--- config.mk ---
export PLATFORM = sky130hd
export DESIGN_NAME = moesi_line_ctrl
export DESIGN_NICKNAME = d
export VERILOG_FILES = /design/src/rtl/moesi_pkg.sv /design/src/rtl/moesi_next_state.sv /design/src/rtl/moesi_snoop_resp.sv /design/src/rtl/moesi_line_ctrl.sv
export SDC_FILE = /design/constraint.sdc
export NUM_CORES = 1
export LEC_CHECK = 0
export ABC_AREA = 1
export BUFFER_PORTS_ARGS = -buffer_cell sky130_fd_sc_hd__buf_2
export CORE_AREA = 10 10 47 49
export CTS_BUF_LIST = sky130_fd_sc_hd__clkbuf_4 sky130_fd_sc_hd__clkbuf_8
export CTS_CLUSTER_SIZE = 10
export DETAILED_ROUTE_END_ITERATION = 16
export DIE_AREA = 0 0 57 59
export PLACE_DENSITY = 0.7
export SYNTH_ARGS = -nofsm -noshare
export SYNTH_HDL_FRONTEND = slang
export SYNTH_SLANG_ARGS = --single-unit
--- constraint.sdc ---
create_clock -name clk -period 1.26 [get_ports clk]
set_input_delay 0 -clock clk [delete_from_list [all_inputs] [get_ports clk]]
set_output_delay 0 -clock clk [all_outputs]
set_load 0.05 [all_outputs]
--- src/rtl/moesi_pkg.sv ---
package moesi_pkg;
   typedef enum logic [2:0] {
      ST_I = 3'd0,
      ST_S = 3'd1,
      ST_E = 3'd2,
      ST_O = 3'd3,
      ST_M = 3'd4
   } line_st_e;

   typedef enum logic [2:0] {
      OP_RD    = 3'd0,
      OP_RFO   = 3'd1,
      OP_INV   = 3'd2,
      OP_BCAST = 3'd3,
      OP_WB    = 3'd4
   } bus_op_e;

   typedef struct packed {
      logic    valid;
      bus_op_e op;
   } bus_req_t;

   localparam int STATE_BITS = $bits(line_st_e);
   localparam int OP_BITS    = $bits(bus_op_e);
endpackage

--- src/rtl/moesi_next_state.sv ---
module moesi_next_state
   import moesi_pkg::*;
(
   input  line_st_e st,
   input  logic     rd,
   input  logic     wr,
   input  logic     ev,
   input  logic     snv,
   input  bus_op_e  sop,
   input  logic     sh_in,
   input  logic     keep_owned,
   output line_st_e nst,
   output bus_req_t req
);
   always_comb begin
      nst       = st;
      req.valid = 1'b0;
      req.op    = OP_RD;
      if (snv) begin
         case (sop)
            OP_RD: begin
               if (st == ST_M) nst = ST_O;
               else if (st == ST_E) nst = ST_S;
            end
            OP_RFO, OP_INV: begin
               if (st == ST_S || st == ST_E || st == ST_M) nst = ST_I;
               else if (st == ST_O) nst = ST_S;
            end
            OP_BCAST: begin
               if (st != ST_I) nst = ST_S;
            end
            default: ;
         endcase
      end else if (ev) begin
         nst = ST_I;
         if (st == ST_M || st == ST_O) begin
            req.valid = 1'b1;
            req.op    = OP_WB;
         end
      end else if (wr) begin
         case (st)
            ST_I, ST_S: begin
               req.valid = 1'b1;
               if (sh_in) begin
                  nst    = ST_O;
                  req.op = OP_BCAST;
               end else begin
                  nst    = ST_M;
                  req.op = (st == ST_I) ? OP_RFO : OP_INV;
               end
            end
            ST_O: begin
               req.valid = 1'b1;
               if (keep_owned) begin
                  nst    = ST_O;
                  req.op = OP_BCAST;
               end else begin
                  nst    = ST_M;
                  req.op = OP_INV;
               end
            end
            default: nst = ST_M;
         endcase
      end else if (rd) begin
         if (st == ST_I) begin
            nst       = sh_in ? ST_S : ST_E;
            req.valid = 1'b1;
            req.op    = OP_RD;
         end
      end
   end
endmodule

--- src/rtl/moesi_snoop_resp.sv ---
module moesi_snoop_resp
   import moesi_pkg::*;
(
   input  line_st_e st,
   input  logic     snv,
   input  bus_op_e  sop,
   output logic     holds,
   output logic     supplies
);
   logic dirty;
   logic wants_data;

   assign dirty      = (st == ST_M) || (st == ST_O);
   assign wants_data = (sop == OP_RD) || (sop == OP_RFO);
   assign holds      = snv && (st != ST_I);
   assign supplies   = snv && wants_data && dirty;
endmodule

--- src/rtl/moesi_line_ctrl.sv ---
module moesi_line_ctrl
   import moesi_pkg::*;
#(
   parameter int ST_W = 3,
   parameter int OP_W = 3
) (
   input  logic            clk,
   input  logic            rst_n,
   input  logic            cpu_rd,
   input  logic            cpu_wr,
   input  logic            cpu_evict,
   input  logic            snoop_valid,
   input  logic [OP_W-1:0] snoop_op,
   input  logic            others_share,
   input  logic            own_write_keeps_owned,
   output logic [ST_W-1:0] line_state,
   output logic            bus_req_valid,
   output logic [OP_W-1:0] bus_req_op,
   output logic            shared_out,
   output logic            supply_data
);
   localparam int OP_PAD = OP_W - OP_BITS;

   initial begin
      if (ST_W < STATE_BITS) $fatal(1, "ST_W too narrow for the state code");
      if (OP_W < OP_BITS)    $fatal(1, "OP_W too narrow for the operation code");
   end

   line_st_e st_q, st_d;
   bus_req_t req_d, req_q;
   bus_op_e  sop;
   logic     known_op;

   generate
      if (OP_PAD > 0) begin : g_wide_op
         assign known_op = (snoop_op[OP_W-1:OP_BITS] == '0);
      end else begin : g_exact_op
         assign known_op = 1'b1;
      end
   endgenerate

   assign sop = known_op ? bus_op_e'(snoop_op[OP_BITS-1:0]) : bus_op_e'(3'd7);

   moesi_next_state u_next (
      .st         (st_q),
      .rd         (cpu_rd),
      .wr         (cpu_wr),
      .ev         (cpu_evict),
      .snv        (snoop_valid),
      .sop        (sop),
      .sh_in      (others_share),
      .keep_owned (own_write_keeps_owned),
      .nst        (st_d),
      .req        (req_d)
   );

   moesi_snoop_resp u_resp (
      .st       (st_q),
      .snv      (snoop_valid),
      .sop      (sop),
      .holds    (shared_out),
      .supplies (supply_data)
   );

   always_ff @(posedge clk) begin
      if (!rst_n) begin
         st_q  <= ST_I;
         req_q <= '0;
      end else begin
         st_q  <= st_d;
         req_q <= req_d;
      end
   end

   assign line_state    = ST_W'(st_q);
   assign bus_req_valid = req_q.valid;
   assign bus_req_op    = OP_W'(req_q.op);


   excl_not_to_owned_chk: assert property (@(posedge clk) disable iff (!rst_n)
      (st_q == ST_E) |=> (st_q != ST_O));


   owned_leaves_only_by_evict_chk: assert property (@(posedge clk) disable iff (!rst_n)
      (st_q == ST_O && !(cpu_evict && !snoop_valid)) |=> (st_q != ST_I && st_q != ST_E));


   snoop_rd_mod_to_owned_chk: assert property (@(posedge clk) disable iff (!rst_n)
      (snoop_valid && sop == OP_RD && st_q == ST_M) |=> (st_q == ST_O));


   writeback_only_dirty_chk: assert property (@(posedge clk) disable iff (!rst_n)
      (bus_req_valid && bus_req_op == OP_W'(OP_WB)) |-> ($past(st_q) == ST_M || $past(st_q) == ST_O));


   snoop_blocks_request_chk: assert property (@(posedge clk) disable iff (!rst_n)
      snoop_valid |=> !bus_req_valid);


   shared_needs_copy_chk: assert property (@(posedge clk) disable iff (!rst_n)
      shared_out |-> (st_q != ST_I));
endmodule

; ---- After elaboration in Yosys (flattened, before gate mapping)
; Index checks and enable logic that the tools add are counted.
[op_classes]
reduce_logical = 16
n_eq_ne = 11
muxes = 24
n_bitwise = 1
[op_table]
columns = op, n
row1 = 2-to-1 mux 3 bit, 13
row2 = 2-to-1 mux 4 bit, 5
row3 = == test 3 x 2 -> 1 bit (second input constant), 4
row4 = one-hot mux 3 bit (3 select lines), 1
row5 = != test 4 x 2 -> 1 bit (second input constant), 2
row6 = one-hot mux 4 bit (2 select lines), 1
row7 = nonzero test 4 bit, 2
row8 = == test 3 x 1 -> 1 bit (second input constant), 2
row9 = logical NOT 3 bit, 2
row10 = one-hot mux 3 bit (2 select lines), 1
row11 = AND reduction 6 bit, 1
row12 = OR reduction 2 bit, 3
row13 = logical OR 1 bit, 4
row14 = 2-to-1 mux 2 bit, 2
row15 = != test 4 x 1 -> 1 bit (second input constant), 1
row16 = == test 3 bit (second input constant), 1
row17 = logical AND 1 bit, 3
row18 = != test 3 x 2 -> 1 bit (second input constant), 1
row19 = nonzero test 3 bit, 1
row20 = 2-to-1 mux 1 bit, 1
row21 = NOT 1 bit, 1
[word_totals]
inputBits = 11
regBits = 7

; ---- Logic depth before layout (Yosys ltp)
[depth]
depth_word = 6
depth_mapped = 10

; ---- Hierarchy
; Synthesis repeated with hierarchy kept, for this count alone.
[unflattened]
cells_unflattened = 97
hier_area_um2 = 555.5
[by_module_without_submodules]
columns = module, cells_per_inst, area_per_inst_um2, instances
row1 = moesi_next_state, 66, 317.8, 1
row2 = moesi_line_ctrl, 21, 192.7, 1
row3 = moesi_snoop_resp, 10, 45.0, 1

; ---- Worst setup path after synthesis
; No wires, ideal clock.
[synth_path]
path_kind = register to output
from = register st_q[0] (netlist: line_state[0])
to = output port supply_data
setup_slack_ns = -0.527
t_required_ns = 1.260
t_arrival_ns = 1.787
path_buffers = 0
stages_incl_launch_ff = 3
cell_sequence = dfxtp_1 > nand3_1 > a21oi_1
[synth_between]
elab_chain_cells = 3
word_cells_on_any_way = 4
classes_between = eq/ne: 2 / reduce/logical: 2
[synth_rtl]
columns = item, line_no
row1 = start: declaration, moesi_line_ctrl.sv:29  ; line_st_e st_q, st_d;
row2 = start signal: assignment, moesi_line_ctrl.sv:70  ; st_q <= st_d;
row3 = == test 3 bit / == test 3 x 2 -> 1 bit (equally long branches), moesi_snoop_resp.sv:13  ; assign dirty = (st == ST_M) || (st == ST_O);
row4 = logical OR 1 bit *, moesi_snoop_resp.sv:13
row5 = logical AND 1 bit *, moesi_snoop_resp.sv:16  ; assign supplies = snv && wants_data && dirty;
row6 = end: declaration, moesi_line_ctrl.sv:20  ; output logic supply_data
; Mark *: on every way between the ends. The rest lies on a longest branch, timed or not.

; ---- Final worst setup path
[layout_path]
from = register st_q[1] (netlist: line_state[1])
to = output port supply_data
; Same word-level chain as after synthesis.

==> impl_metrics.yaml <==
outcome:
  status: "complete, but fails checks"
  violations: "setup timing"
floorplan:
  io_pins: 20
  rows: 14
  start_util_pct: 39.5
  core_area_um2: 1400
  die_area_um2: 3360
  dieWidth_um: 57
  die_h_um: 59
hold_path:
  whs_endpoint: "line_state[0]$_SDFFE_PN0P_"
  hold_path_startpoint: "rst_n"
  hold_path_depth: 3
  hp-class: "input port to register"
timing:
  max-slew-margin-rel_pct: 80.3
  finalCritPeriodShare_pct: 103
  finalSetupViolations: 4
  rsz0062_at_grt: "yes"
  worst_clock_skew_ns: 0.00372
  fmax_ghz: 0.773
  slew_viol_final: 0
  fin_crit_ns: 1.29
  setup_ws_ns: -0.0340
  worst_slew_pin_slew_ns: 0.292
  hold_viol: 0
route:
  postRouteAntennaNets: 0
  drtIter0Drc: 30
  drc: 0
  wl_um: 1720
  firstDrtPassIters: 6
  routedWlPerCell_um: 12.9
  dr_total_vias: 666
  via_per_inst: 5.01
yosys:
  synth_nets: 97
  synth_cells: 86
  syn-mean-instance-area_um2: 6.43
  ys_types: 21
  yosysWarnings: 0
  ys_ff_latch: 7
  syn-cell-area_um2: 553
  ys_seq_area_share_pct: 25.3
cts:
  clkLatencyLatePin_ns: 0.26
  cts_root_buf: "clkbuf_4"
  cts_buffer_depth: 2
  cts_sinks: 7
  htree_levels: 1
  path_clk_slew_ns: 0.05
  cts_tree: "done"
  cts_buffers: 3
critical_path:
  crit_arrival_ns: 1.29
  regToRegSetupSlack_ns: -0.03
  required_ns: 1.26
  r2r_end: "line_state[0]$_SDFFE_PN0P_"
  rr_startpoint: "line_state[1]$_SDFFE_PN0P_"
  critical_path_class: "register to primary output"
  crit_fanout: 4
  rr_worst_depth: 8
  crit_path_start: "line_state[1]$_SDFFE_PN0P_"
  crit_path_end_kind: "primary output"
  critPathLaunchType: "register"
grt:
  overflow: 0
  grt_pass1_vias: 657
  antenna_found_initial: 0
  grt_start_max_net_pins: 10
  grt_usage_pct: 9.87
  grt_pass1_wl_um: 2700
finish:
  drive_gt1_share_pct: 54.7
  final_common_cell: "nand2_1"
  nets: 129
  final_cell_mix: "nand2_1, buf_2, inv_1, nor2_2, buf_4"
  diodes: 0
  final_cell_area_um2: 835
  instances_no_fill: 133
  syn_to_final_growth_pct: 50.9
pwr:
  p_leak_nw: 0.436
  p_per_area_nw_per_um2: 1100
  power_w: 0.000921
  vdd_drop_max_uv: 440
place:
  place_area_um2: 717
  place_inst: 124
  place_ws_ns: -0.0296
  portBuffers: 19
  hpwl_um: 1310
  routabilityCongestion: 0.928
flow_run:
  maxCapViolations: 0
[final cells by class]
| cell class | instances | area, µm² |
|---|---|---|
| sequential | 7 | 151 |
| fill | 137 | 567 |
| timing repair buffer | 27 | 173 |
| tap | 16 | 20.0 |
| multi-input combinational | 66 | 409 |
| clock buffer | 4 | 30.0 |
| inverter | 13 | 51.3 |
[logic make-up (layout without fill, tap and decap cells)]
family,Yosys count,in the layout,synth area share (%)
and+or+nand+nor,55,55,54.5
buffers and inverters,13,44,8.82
AOI/OAI and AO/OA,11,11,11.3
DFF,7,7,25.3
[through the flow]
stage / hold WS [ns] / TNS [ns] / util [%]
2_1_floorplan: 0.125 / 0 / -
3_3_place_gp: 0.292 / -0.00568 / 51.2
3_5_place_dp: 0.291 / -0.0571 / 51.2
4_1_cts: 0.0241 / -0.0828 / 56.2
5_1_grt: 0.0278 / -0.398 / 59.6
6_report: 0.0307 / -0.124 / 59.6
[synthesized netlist by cell type]
library cell | number | area [µm²]
nand2_2 | 3 | 18.8
nor2_4 | 3 | 33.8
inv_1 | 8 | 30.0
nand3_4 | 1 | 17.5
dfxtp_1 | 7 | 140
nand2_1 | 23 | 86.3
nand3b_1 | 1 | 7.51
o21ai_0 | 3 | 15.0
a31oi_1 | 1 | 6.26
nand4_1 | 2 | 12.5
inv_2 | 5 | 18.8
o221ai_1 | 1 | 8.76
nand3_1 | 6 | 30.0
a211oi_1 | 1 | 7.51
nor3_1 | 1 | 5.00
a21oi_1 | 4 | 20.0
nand2_4 | 2 | 22.5
nor2_2 | 5 | 31.3
nor2_1 | 7 | 26.3
o21ai_1 | 1 | 5.00
nand3_2 | 1 | 10.0
[metal layers]
layer	track usage, %	up-vias	routed length [µm]
met1	10.0	281	669
met3	2.58	4	132
met2	17.7	40	885
met5	0	-	0
met4	6.04	0	33
li1	-	341	-
[registers in the layout, summed over array words and instances, names as in the netlist]
name / flops
line_state: 3
bus_req_op: 3
bus_req_valid: 1
[worst max-delay path by stage]
stage,endpoint,cells past startpoint,slack (ns)
after CTS,supply_data,5,-0.05
after detailed placement,line_state[0]$_SDFFE_PN0P_,8,-0.03
after global placement,line_state[0]$_SDFFE_PN0P_,8,-0.006
after floorplan,line_state[0]$_SDFFE_PN0P_,8,0.003
after global routing,line_state[1]$_SDFFE_PN0P_,9,-0.11
final,supply_data,5,-0.03
[where the power goes]
group          switching, W  total (W)  internal [W]
Combinational      0.000275   0.000425      0.000149
Clock             0.0000879   0.000231      0.000143
Sequential        0.0000246   0.000266      0.000241
[timing repair]
action / 4_1_cts / 5_1_grt
resized for setup: 6 / 8
endpoints found under the hold margin: 0 / 0
buffers inserted: 3 / 2
hold buffers: 0 / 0
endpoints found under the setup margin: 4 / 4
pin swaps: 3 / 6
[critical path, stage by stage, from the launching register on]
cell,delay (ns)
dfxtp_4,0.36
nor2_4,0.18
nand2_4,0.09
buf_6,0.13
a21oi_4,0.12
buf_8,0.16
Power figures use the tool's default switching activity.
